$ cat config.mk
export PLATFORM = sky130hd
export DESIGN_NAME = bus_wait_ctrl
export DESIGN_NICKNAME = d
export VERILOG_FILES = /design/src/rtl/bwc_pkg.sv /design/src/rtl/bwc_rdy_sync.sv /design/src/rtl/bwc_wait_decode.sv /design/src/rtl/bwc_sequencer.sv /design/src/rtl/bus_wait_ctrl.sv
export SDC_FILE = /design/constraint.sdc
export NUM_CORES = 1
export LEC_CHECK = 0
export BUFFER_PORTS_ARGS = -buffer_cell sky130_fd_sc_hd__buf_4
export CAP_MARGIN = 20
export CORE_ASPECT_RATIO = 0.9
export CORE_MARGIN = 2
export CORE_UTILIZATION = 54
export DETAILED_ROUTE_END_ITERATION = 8
export PLACE_DENSITY = 0.85
export REMOVE_ABC_BUFFERS = 1
export SETUP_SLACK_MARGIN = 0.15
export SYNTH_ARGS = -nofsm -noshare
export SYNTH_HDL_FRONTEND = slang
export SYNTH_SLANG_ARGS = --single-unit
$ cat constraint.sdc
create_clock -name clk -period 2.7 [get_ports clk]
set_clock_uncertainty 0.05 [all_clocks]
set_input_delay 0.135 -clock clk [delete_from_list [all_inputs] [get_ports clk]]
set_output_delay 0.135 -clock clk [all_outputs]
set_load 0.005 [all_outputs]
$ cat src/rtl/bwc_pkg.sv
package bwc_pkg;

   typedef enum logic [2:0] {
      ST_IDLE = 3'd0,
      ST_T1   = 3'd1,
      ST_T2   = 3'd2,
      ST_T3   = 3'd3,
      ST_TW   = 3'd4,
      ST_T4   = 3'd5
   } bus_state_e;

   // wait states that always follow a late ready
   localparam int unsigned LATE_TAIL_WAITS = 2;

   // extended table for peripheral regions: 5, 7, 9, 15
   function automatic int unsigned ext_wait_count(input logic [1:0] sel);
      ext_wait_count = (sel == 2'b11) ? 15 : (5 + 2 * int'(sel));
   endfunction

endpackage

$ cat src/rtl/bwc_rdy_sync.sv
module bwc_rdy_sync #(
   parameter int unsigned STAGES = 2
) (
   input  logic clk,
   input  logic rst_n,
   input  logic async_in,
   output logic sync_out
);

   if (STAGES < 2) begin : g_bad_stages
      $error("bwc_rdy_sync: STAGES must be at least 2");
   end

   logic [STAGES-1:0] chain_q;

   always_ff @(posedge clk) begin
      if (!rst_n) chain_q <= '0;
      else        chain_q <= {chain_q[STAGES-2:0], async_in};
   end

   assign sync_out = chain_q[STAGES-1];

endmodule

$ cat src/rtl/bwc_wait_decode.sv
module bwc_wait_decode
   import bwc_pkg::*;
#(
   parameter int unsigned                  REGION_W    = 3,
   parameter logic [(1<<REGION_W)-1:0]     PERIPH_MASK = 'hF0,
   parameter int unsigned                  CNT_W       = 4,
   parameter bit                           EXT_EN      = 1'b1
) (
   input  logic [REGION_W-1:0] region_sel,
   input  logic [1:0]          wait_sel,
   input  logic                ext_sel,
   output logic [CNT_W-1:0]    wait_n
);

   if (CNT_W < 4) begin : g_bad_cnt
      $error("bwc_wait_decode: CNT_W must hold 15");
   end

   logic [CNT_W-1:0] base_n;
   assign base_n = CNT_W'(wait_sel);

   if (EXT_EN) begin : g_ext
      logic             periph;
      logic [CNT_W-1:0] long_n;
      assign periph = PERIPH_MASK[region_sel];
      assign long_n = CNT_W'(ext_wait_count(wait_sel));
      assign wait_n = (periph && ext_sel) ? long_n : base_n;
   end else begin : g_basic
      logic unused_ext;
      assign unused_ext = ext_sel ^ (|region_sel);
      assign wait_n     = base_n;
   end

endmodule

$ cat src/rtl/bwc_sequencer.sv
module bwc_sequencer
   import bwc_pkg::*;
#(
   parameter int unsigned CNT_W = 4
) (
   input  logic             clk,
   input  logic             rst_n,
   input  logic             start,
   input  logic [CNT_W-1:0] wait_n,
   input  logic             rdy_en,
   input  logic             rdy,
   output bus_state_e       state,
   output logic             done
);

   localparam logic [CNT_W-1:0] TAIL = CNT_W'(LATE_TAIL_WAITS);
   localparam logic [CNT_W-1:0] ONE  = CNT_W'(1);

   bus_state_e       st_q, st_d;
   logic [CNT_W-1:0] rem_q, rem_d;
   logic             hold_q, hold_d;
   logic             smp_q, smp_d;
   logic             ren_q, ren_d;
   logic             done_q;
   logic             rdy_ok;
   logic [CNT_W-1:0] rem_dec;

   assign rdy_ok  = !ren_q || rdy;
   assign rem_dec = rem_q - ONE;

   always_comb begin
      st_d   = st_q;
      rem_d  = rem_q;
      hold_d = hold_q;
      smp_d  = smp_q;
      ren_d  = ren_q;
      unique case (st_q)
         ST_IDLE: if (start) begin
            st_d   = ST_T1;
            rem_d  = wait_n;
            ren_d  = rdy_en;
            hold_d = 1'b0;
            smp_d  = 1'b0;
         end
         ST_T1: st_d = ST_T2;
         ST_T2: begin
            st_d  = ST_T3;
            smp_d = 1'b1;
         end
         ST_T3: begin
            if (rem_q != '0) begin
               st_d = ST_TW;
            end else if (hold_q) begin
               if (rdy) begin
                  hold_d = 1'b0;
                  rem_d  = TAIL;
                  st_d   = ST_TW;
               end
            end else if (smp_q && !rdy_ok) begin
               hold_d = 1'b1;
               smp_d  = 1'b0;
            end else begin
               smp_d = 1'b0;
               st_d  = ST_T4;
            end
         end
         ST_TW: begin
            if (hold_q) begin
               if (rdy) begin
                  hold_d = 1'b0;
                  rem_d  = (rem_dec > TAIL) ? rem_dec : TAIL;
               end
            end else if (smp_q && !rdy_ok) begin
               hold_d = 1'b1;
               smp_d  = 1'b0;
            end else begin
               smp_d = 1'b0;
               if (rem_q <= ONE) st_d  = ST_T4;
               else              rem_d = rem_dec;
            end
         end
         ST_T4:   st_d = ST_IDLE;
         default: st_d = ST_IDLE;
      endcase
   end

   always_ff @(posedge clk) begin
      if (!rst_n) begin
         st_q   <= ST_IDLE;
         rem_q  <= '0;
         hold_q <= 1'b0;
         smp_q  <= 1'b0;
         ren_q  <= 1'b0;
         done_q <= 1'b0;
      end else begin
         st_q   <= st_d;
         rem_q  <= rem_d;
         hold_q <= hold_d;
         smp_q  <= smp_d;
         ren_q  <= ren_d;
         done_q <= (st_d == ST_T4);
      end
   end

   assign state = st_q;
   assign done  = done_q;

   assert_t1_then_t2_R2: assert property (@(posedge clk) disable iff (!rst_n)
      st_q == ST_T1 |=> st_q == ST_T2);

   assert_busy_no_restart_R2: assert property (@(posedge clk) disable iff (!rst_n)
      st_q != ST_IDLE |=> st_q != ST_T1);

   assert_done_in_t4_R11: assert property (@(posedge clk) disable iff (!rst_n)
      done_q |-> st_q == ST_T4);

   assert_t4_single_R11: assert property (@(posedge clk) disable iff (!rst_n)
      st_q == ST_T4 |=> (st_q == ST_IDLE && !done_q));

   assert_hold_needs_enable_R6: assert property (@(posedge clk) disable iff (!rst_n)
      hold_q |-> ren_q);

   assert_wait_has_count_R3: assert property (@(posedge clk) disable iff (!rst_n)
      (st_q == ST_TW && !hold_q) |-> rem_q != '0);

   assert_hold_parks_R8: assert property (@(posedge clk) disable iff (!rst_n)
      (hold_q && !rdy) |=> $stable(st_q));

endmodule

$ cat src/rtl/bus_wait_ctrl.sv
module bus_wait_ctrl
   import bwc_pkg::*;
#(
   parameter int unsigned              REGION_W    = 3,
   parameter logic [(1<<REGION_W)-1:0] PERIPH_MASK = 'hF0,
   parameter int unsigned              CNT_W       = 4,
   parameter int unsigned              SYNC_STAGES = 2,
   parameter bit                       EXT_EN      = 1'b1
) (
   input  logic                clk,
   input  logic                rst_n,
   input  logic                cyc_start,
   input  logic [REGION_W-1:0] region_sel,
   input  logic [1:0]          wait_sel,
   input  logic                ext_sel,
   input  logic                rdy_en,
   input  logic                async_rdy,
   input  logic                sync_rdy,
   output logic [2:0]          bus_state,
   output logic                cycle_done
);

   if (REGION_W < 1 || REGION_W > 6) begin : g_bad_region
      $error("bus_wait_ctrl: REGION_W out of range");
   end

   logic             async_s;
   logic             rdy_any;
   logic [CNT_W-1:0] wait_n;
   bus_state_e       st;

   bwc_rdy_sync #(.STAGES(SYNC_STAGES)) u_sync (
      .clk      (clk),
      .rst_n    (rst_n),
      .async_in (async_rdy),
      .sync_out (async_s)
   );

   assign rdy_any = async_s | sync_rdy;

   bwc_wait_decode #(
      .REGION_W    (REGION_W),
      .PERIPH_MASK (PERIPH_MASK),
      .CNT_W       (CNT_W),
      .EXT_EN      (EXT_EN)
   ) u_dec (
      .region_sel (region_sel),
      .wait_sel   (wait_sel),
      .ext_sel    (ext_sel),
      .wait_n     (wait_n)
   );

   bwc_sequencer #(.CNT_W(CNT_W)) u_seq (
      .clk    (clk),
      .rst_n  (rst_n),
      .start  (cyc_start),
      .wait_n (wait_n),
      .rdy_en (rdy_en),
      .rdy    (rdy_any),
      .state  (st),
      .done   (cycle_done)
   );

   assign bus_state = st;

   assert_start_goes_t1_R2: assert property (@(posedge clk) disable iff (!rst_n)
      (st == ST_IDLE && cyc_start) |=> bus_state == 3'd1);

   assert_legal_code_R1: assert property (@(posedge clk) disable iff (!rst_n)
      bus_state <= 3'd5);

endmodule

Word-level counts from Yosys, hierarchy flattened
Memory sizes are Yosys's and may differ from the RTL's.
Cells that the tools add are included.
W data, S select, Z words.
{"block": "classes", "n_addsub": 2, "magnitude_cmp": 3, "eq_ne": 13, "n_mux": 31, "bitwise": 1, "reduce_logical": 13}
{"cell": "$mux W4", "count": 11}
{"cell": "$mux W3", "count": 8}
{"cell": "$pmux W3 S5", "count": 1}
{"cell": "$pmux W4 S3", "count": 1}
{"cell": "$ne A3 B2 Y1 const B", "count": 3}
{"cell": "$mux W1", "count": 8}
{"cell": "$reduce_and A8 Y1", "count": 1}
{"cell": "$reduce_bool A4 Y1", "count": 2}
{"cell": "$eq A3 B2 Y1 const B", "count": 2}
{"cell": "$eq A3 B3 Y1 const B", "count": 2}
{"cell": "$reduce_and A3 Y1", "count": 2}
{"cell": "$add A3 B3 Y4 const A", "count": 1}
{"cell": "$gt A4 B2 Y1 const B", "count": 1}
{"cell": "$le A4 B1 Y1 const B", "count": 1}
{"cell": "$lt A3 B4 Y1 const B", "count": 1}
{"cell": "$ne A2 B1 Y1 const B", "count": 2}
{"cell": "$ne A2 B2 Y1 const B", "count": 2}
{"cell": "$pmux W1 S4", "count": 1}
{"cell": "$sub A4 B1 Y4 const B", "count": 1}
{"cell": "$eq A3 B1 Y1 const B", "count": 1}
{"cell": "$logic_not A3 Y1", "count": 1}
{"cell": "$pmux W1 S3", "count": 1}
{"cell": "$reduce_bool A3 Y1", "count": 1}
{"cell": "$eq A2 B2 Y1 const B", "count": 1}
{"cell": "other kinds (5)", "count": 7}
{"block": "totals", "regBits": 13, "romBits": 8, "input_bits": 12, "output_inout_bits": 4, "word_cells": 71, "memories": 1}
{"name": "(no name shown)", "words": 8, "width": 1, "rd": 1, "rd_clocked_by_memory_dff": 0, "wr": 0, "line": "bwc_wait_decode.sv:25", "text": "assign periph = PERIPH_MASK[region_sel];"}

Depth between registers and ports, before layout
{"block": "depth", "depth_word": 9, "ltp_mapped": 6, "mapped_depth_nobuf": 6}

Hierarchy
A second synthesis with hierarchy kept.
{"block": "hier_totals", "cells_unflattened": 102, "area_unflattened_um2": 843.3}
{"module": "bwc_sequencer", "instances": 1, "cells_each": 91, "area_each_um2": 743.2, "seq_area_each_um2": 220.2}
{"module": "bwc_rdy_sync", "instances": 1, "cells_each": 4, "area_each_um2": 52.6, "seq_area_each_um2": 40.0}
{"module": "bwc_wait_decode", "instances": 1, "cells_each": 6, "area_each_um2": 41.3, "seq_area_each_um2": 0.0}
{"module": "bus_wait_ctrl", "instances": 1, "cells_each": 1, "area_each_um2": 6.3, "seq_area_each_um2": 0.0}

Worst setup path before layout
No wires, ideal clock.
{"block": "synth_path", "path_kind": "reg2reg", "from": "reg u_seq.rem_q[0]", "to": "reg u_seq.rem_q[0]", "setup_ps": 116, "arrival_time_ps": 1774, "required_ps": 2534, "slack_ps": 759, "path_stages_with_launch": 7, "path_buffers": 0, "period_less_slack_ps": 1941, "path_cell_list": "dfxtp_1 > inv_1 > ha_1 > o21ba_2 > o2bb2ai_1 > a221o_1 > o211a_1"}
{"block": "synth_via", "elab_chain_len": 6, "elab_cells_between_ends": 13, "cone_classes": "add/sub (1); order compare (2); eq/ne (2); mux (6); reduce/logical (2)"}
{"element": "start: declaration", "line": "bwc_sequencer.sv:20", "text": "logic [CNT_W-1:0] rem_q, rem_d;"}
{"element": "start signal: assignment", "line": "bwc_sequencer.sv:97", "text": "rem_q <= rem_d;"}
{"element": "$sub A4 B1 Y4", "line": "bwc_sequencer.sv:29", "text": "assign rem_dec = rem_q - ONE;"}
{"element": "$gt A4 B2 Y1", "line": "bwc_sequencer.sv:71", "text": "rem_d = (rem_dec > TAIL) ? rem_dec : TAIL;"}
{"element": "$mux W4", "line": "bwc_sequencer.sv:71"}
{"element": "$mux W4", "line": "bwc_sequencer.sv:69", "text": "if (rdy) begin"}
{"element": "$mux W4", "line": "bwc_sequencer.sv:68", "text": "if (hold_q) begin"}
{"element": "$pmux W4 S3", "line": "bwc_sequencer.sv:37", "text": "unique case (st_q)"}
Parallel ways exist; a longest one is shown, timed or not. The select of a mux whose other input is x is not followed.
A chain may end at the register's enable or synchronous reset.

Worst setup path in the final report
Ends and elaborated chain as after synthesis.

==> metrics.csv <==
metric;value;unit
largest family of logic cells by synthesized area;compound AO/OA/AOI/OAI gates;
post-DP HPWL;1450;um
Worst Path Required;2820;ps
register area share after synthesis;28.5;%
worst-margin pin slew;396;ps
total core area;0.00163;mm2
overall power;0.543;mW
vias in the first global route;765;
Die ar.;0.00204;mm2
fmax;0.461;GHz
Setup Crit Path Kind;flop to flop;
total track usage;21.6;%
Post-synth EDFFs;0;
Power Dens Cells;528;mW/mm2
layout cells sized above 1;23.7;%
# port buffers;13;
post-synth top area share;28.5;%
design area;0.00103;mm2
final period utilization;80.4;%
Syn-to-layout area delta;12.4;%
WL/cell;13.6;um
leakage;0.410;nW
largest net degree at the start of global routing;14;
setup ws final;528;ps
Post-CTS Setup Inserts;0;
Clock Path Buffers;2;
Crit Path Max Fanout;8;
Slew headroom;73.4;%
Synth Area in XOR/XNOR;0.958;%
FP Rows;14;
Hold Buf Count CTS;0;
Critical Path End Type;flop;
Netlist cell types;50;
drt pass-1 iters;4;
Clk pin slew, worst setup/hold paths;80;ps
cells resized by post-CTS repair;0;
Fin. Hold Viols;0;
IO Count;16;
Compound-Gate Fraction of Synth Area;28.6;%
Starting Density;56.1;%
Clock Sink Count;13;
Worst-Skew Late Latency;270;ps
Synth async-reset ratio;0;%
Max Cap Violations;0;
Num CTS Buffers;3;
Synth Area in Simple Gates;26.1;%
Area contributors post-synth;dfxtp_1, ha_1, a21oi_1, nand2_1, buf_6;
final setup fails;0;
first-pass GRT wire length;3240;um
Hold WC Path Type;input port to flop;
CTS root buffer;clkbuf_4;
drt total wl;1930;um
mux cell area share after synthesis;3.42;%
Detail Route Antenna Nets;0;
post-layout util;63.1;%
max-slew violation count;0;
total gr overflow;0;
setup TNS;0;ps
DRT iter0 DRCs;45;
initial antenna violation count;0;
register bit total from synthesis;13;
Nets;135;
CTS tree;yes;
RSZ-0062 raised after global routing;no;
DRC;0;
DR vias/cell;6.05;
Die H;43.0;um
Synth Instances;107;
status;complete, no violations;
Vias;859;
Post-DP Area;0.00100;mm2
VDD IR max;307;uV
Ys Warns;0;
H-tree depth;1;
Synth Area per Inst;8.55;um2
Adder-Cell Fraction of Synth Area;5.47;%
pre-CTS WS;564;ps
most frequent cell after synthesis;dfxtp_1;
commonest cells in the netlist;dfxtp_1, nand2_1, a21oi_1;
cell taking the most area after synthesis;dfxtp_1;
crit path DAT;2290;ps
Post-synth top flop;dfxtp_1;
Synth Cell Area;915;um2
crit start category;flop;
RePlAce Congestion;0.891;
fin crit period;2170;ps
ant diodes;0;
Die W;47.4;um
==> stage by stage <==
stage / std cells / hold WS [ps]
after floorplan: 100 / 207
after global placement: 138 / 296
after detailed placement: 138 / 308
after CTS: 142 / 20.9
after global routing: 142 / 23.9
final: 142 / 23.1
==> path summary, 6_finish.rpt <==
kind / start / end / slack, ps / depth (start not counted)
worst min-delay path: async_rdy / u_sync.chain_q[0]$_SDFF_PN0_ / 20 / 2
worst min register to register: u_sync.chain_q[0]$_SDFF_PN0_ / u_sync.chain_q[1]$_SDFF_PN0_ / 390 / 1
worst max-delay path: u_seq.rem_q[0]$_SDFFE_PN0P_ / u_seq.rem_q[0]$_SDFFE_PN0P_ / 530 / 6
worst max register to register: u_seq.rem_q[0]$_SDFFE_PN0P_ / u_seq.rem_q[0]$_SDFFE_PN0P_ / 530 / 6
==> final cells by class <==
class | count | area (um2)
fill | 137 | 601
multi-input combinational | 83 | 591
sequential | 13 | 260
timing repair buffer | 14 | 105
tap | 24 | 30.0
clock buffer | 3 | 22.5
inverter | 4 | 15.0
clock inverter | 1 | 5.00
==> registers in the layout, summed over array words and instances, names as in the netlist <==
| signal | cells |
|---|---|
| u_seq.done | 1 |
| u_seq.rem_q | 4 |
| u_seq.smp_q | 1 |
| u_seq.state | 3 |
| u_seq.ren_q | 1 |
| u_sync.chain_q | 2 |
| u_seq.hold_q | 1 |
==> cell usage in the layout, fill, tap and decap left out, drive strengths merged, types with 3 or more instances in the layout <==
| master | instances |
|---|---|
| a21oi | 8 |
| buf | 14 |
| clkbuf | 3 |
| dfxtp | 13 |
| ha | 4 |
| inv | 4 |
| nand2 | 9 |
| nor2 | 6 |
| nor3 | 3 |
| nor3b | 4 |
| o21ai | 4 |
| o22ai | 3 |
==> report_power, final <==
part / switching [mW] / total (mW) / internal [mW] / leakage [nW]
sequential: 0.0333 / 0.243 / 0.210 / 0.107
clock: 0.0605 / 0.115 / 0.0549 / 0.0177
combinational: 0.0913 / 0.185 / 0.0936 / 0.285
total: 0.185 / 0.543 / 0.358 / 0.410
==> logic make-up after synthesis <==
| group | Yosys count |
|---|---|
| AND/OR/NAND/NOR | 40 |
| adder cells (fa/ha/maj) | 4 |
| buffers and inverters | 11 |
| multiplexers | 3 |
| AO/OA/AOI/OAI | 35 |
| XOR/XNOR | 1 |
| flip-flops | 13 |
==> worst max-delay path, stage by stage, from the launching register on <==
cell and delay, ps:
dfxtp_1 480, inv_1 140, ha_1 280, o21ba_2 240, o2bb2ai_1 180, a221o_1 460
o211a_1 240
==> routing by layer <==
metal | part of all wire, % | global-route usage [%] | up-vias
li1 | - | - | 423
met1 | 45 | 29.5 | 406
met2 | 47 | 33.2 | 30
met3 | 7.7 | 7.23 | 0
met4 | 0 | 3.33 | 0
met5 | 0 | 0 | -
Power figures use the tool's default switching activity.
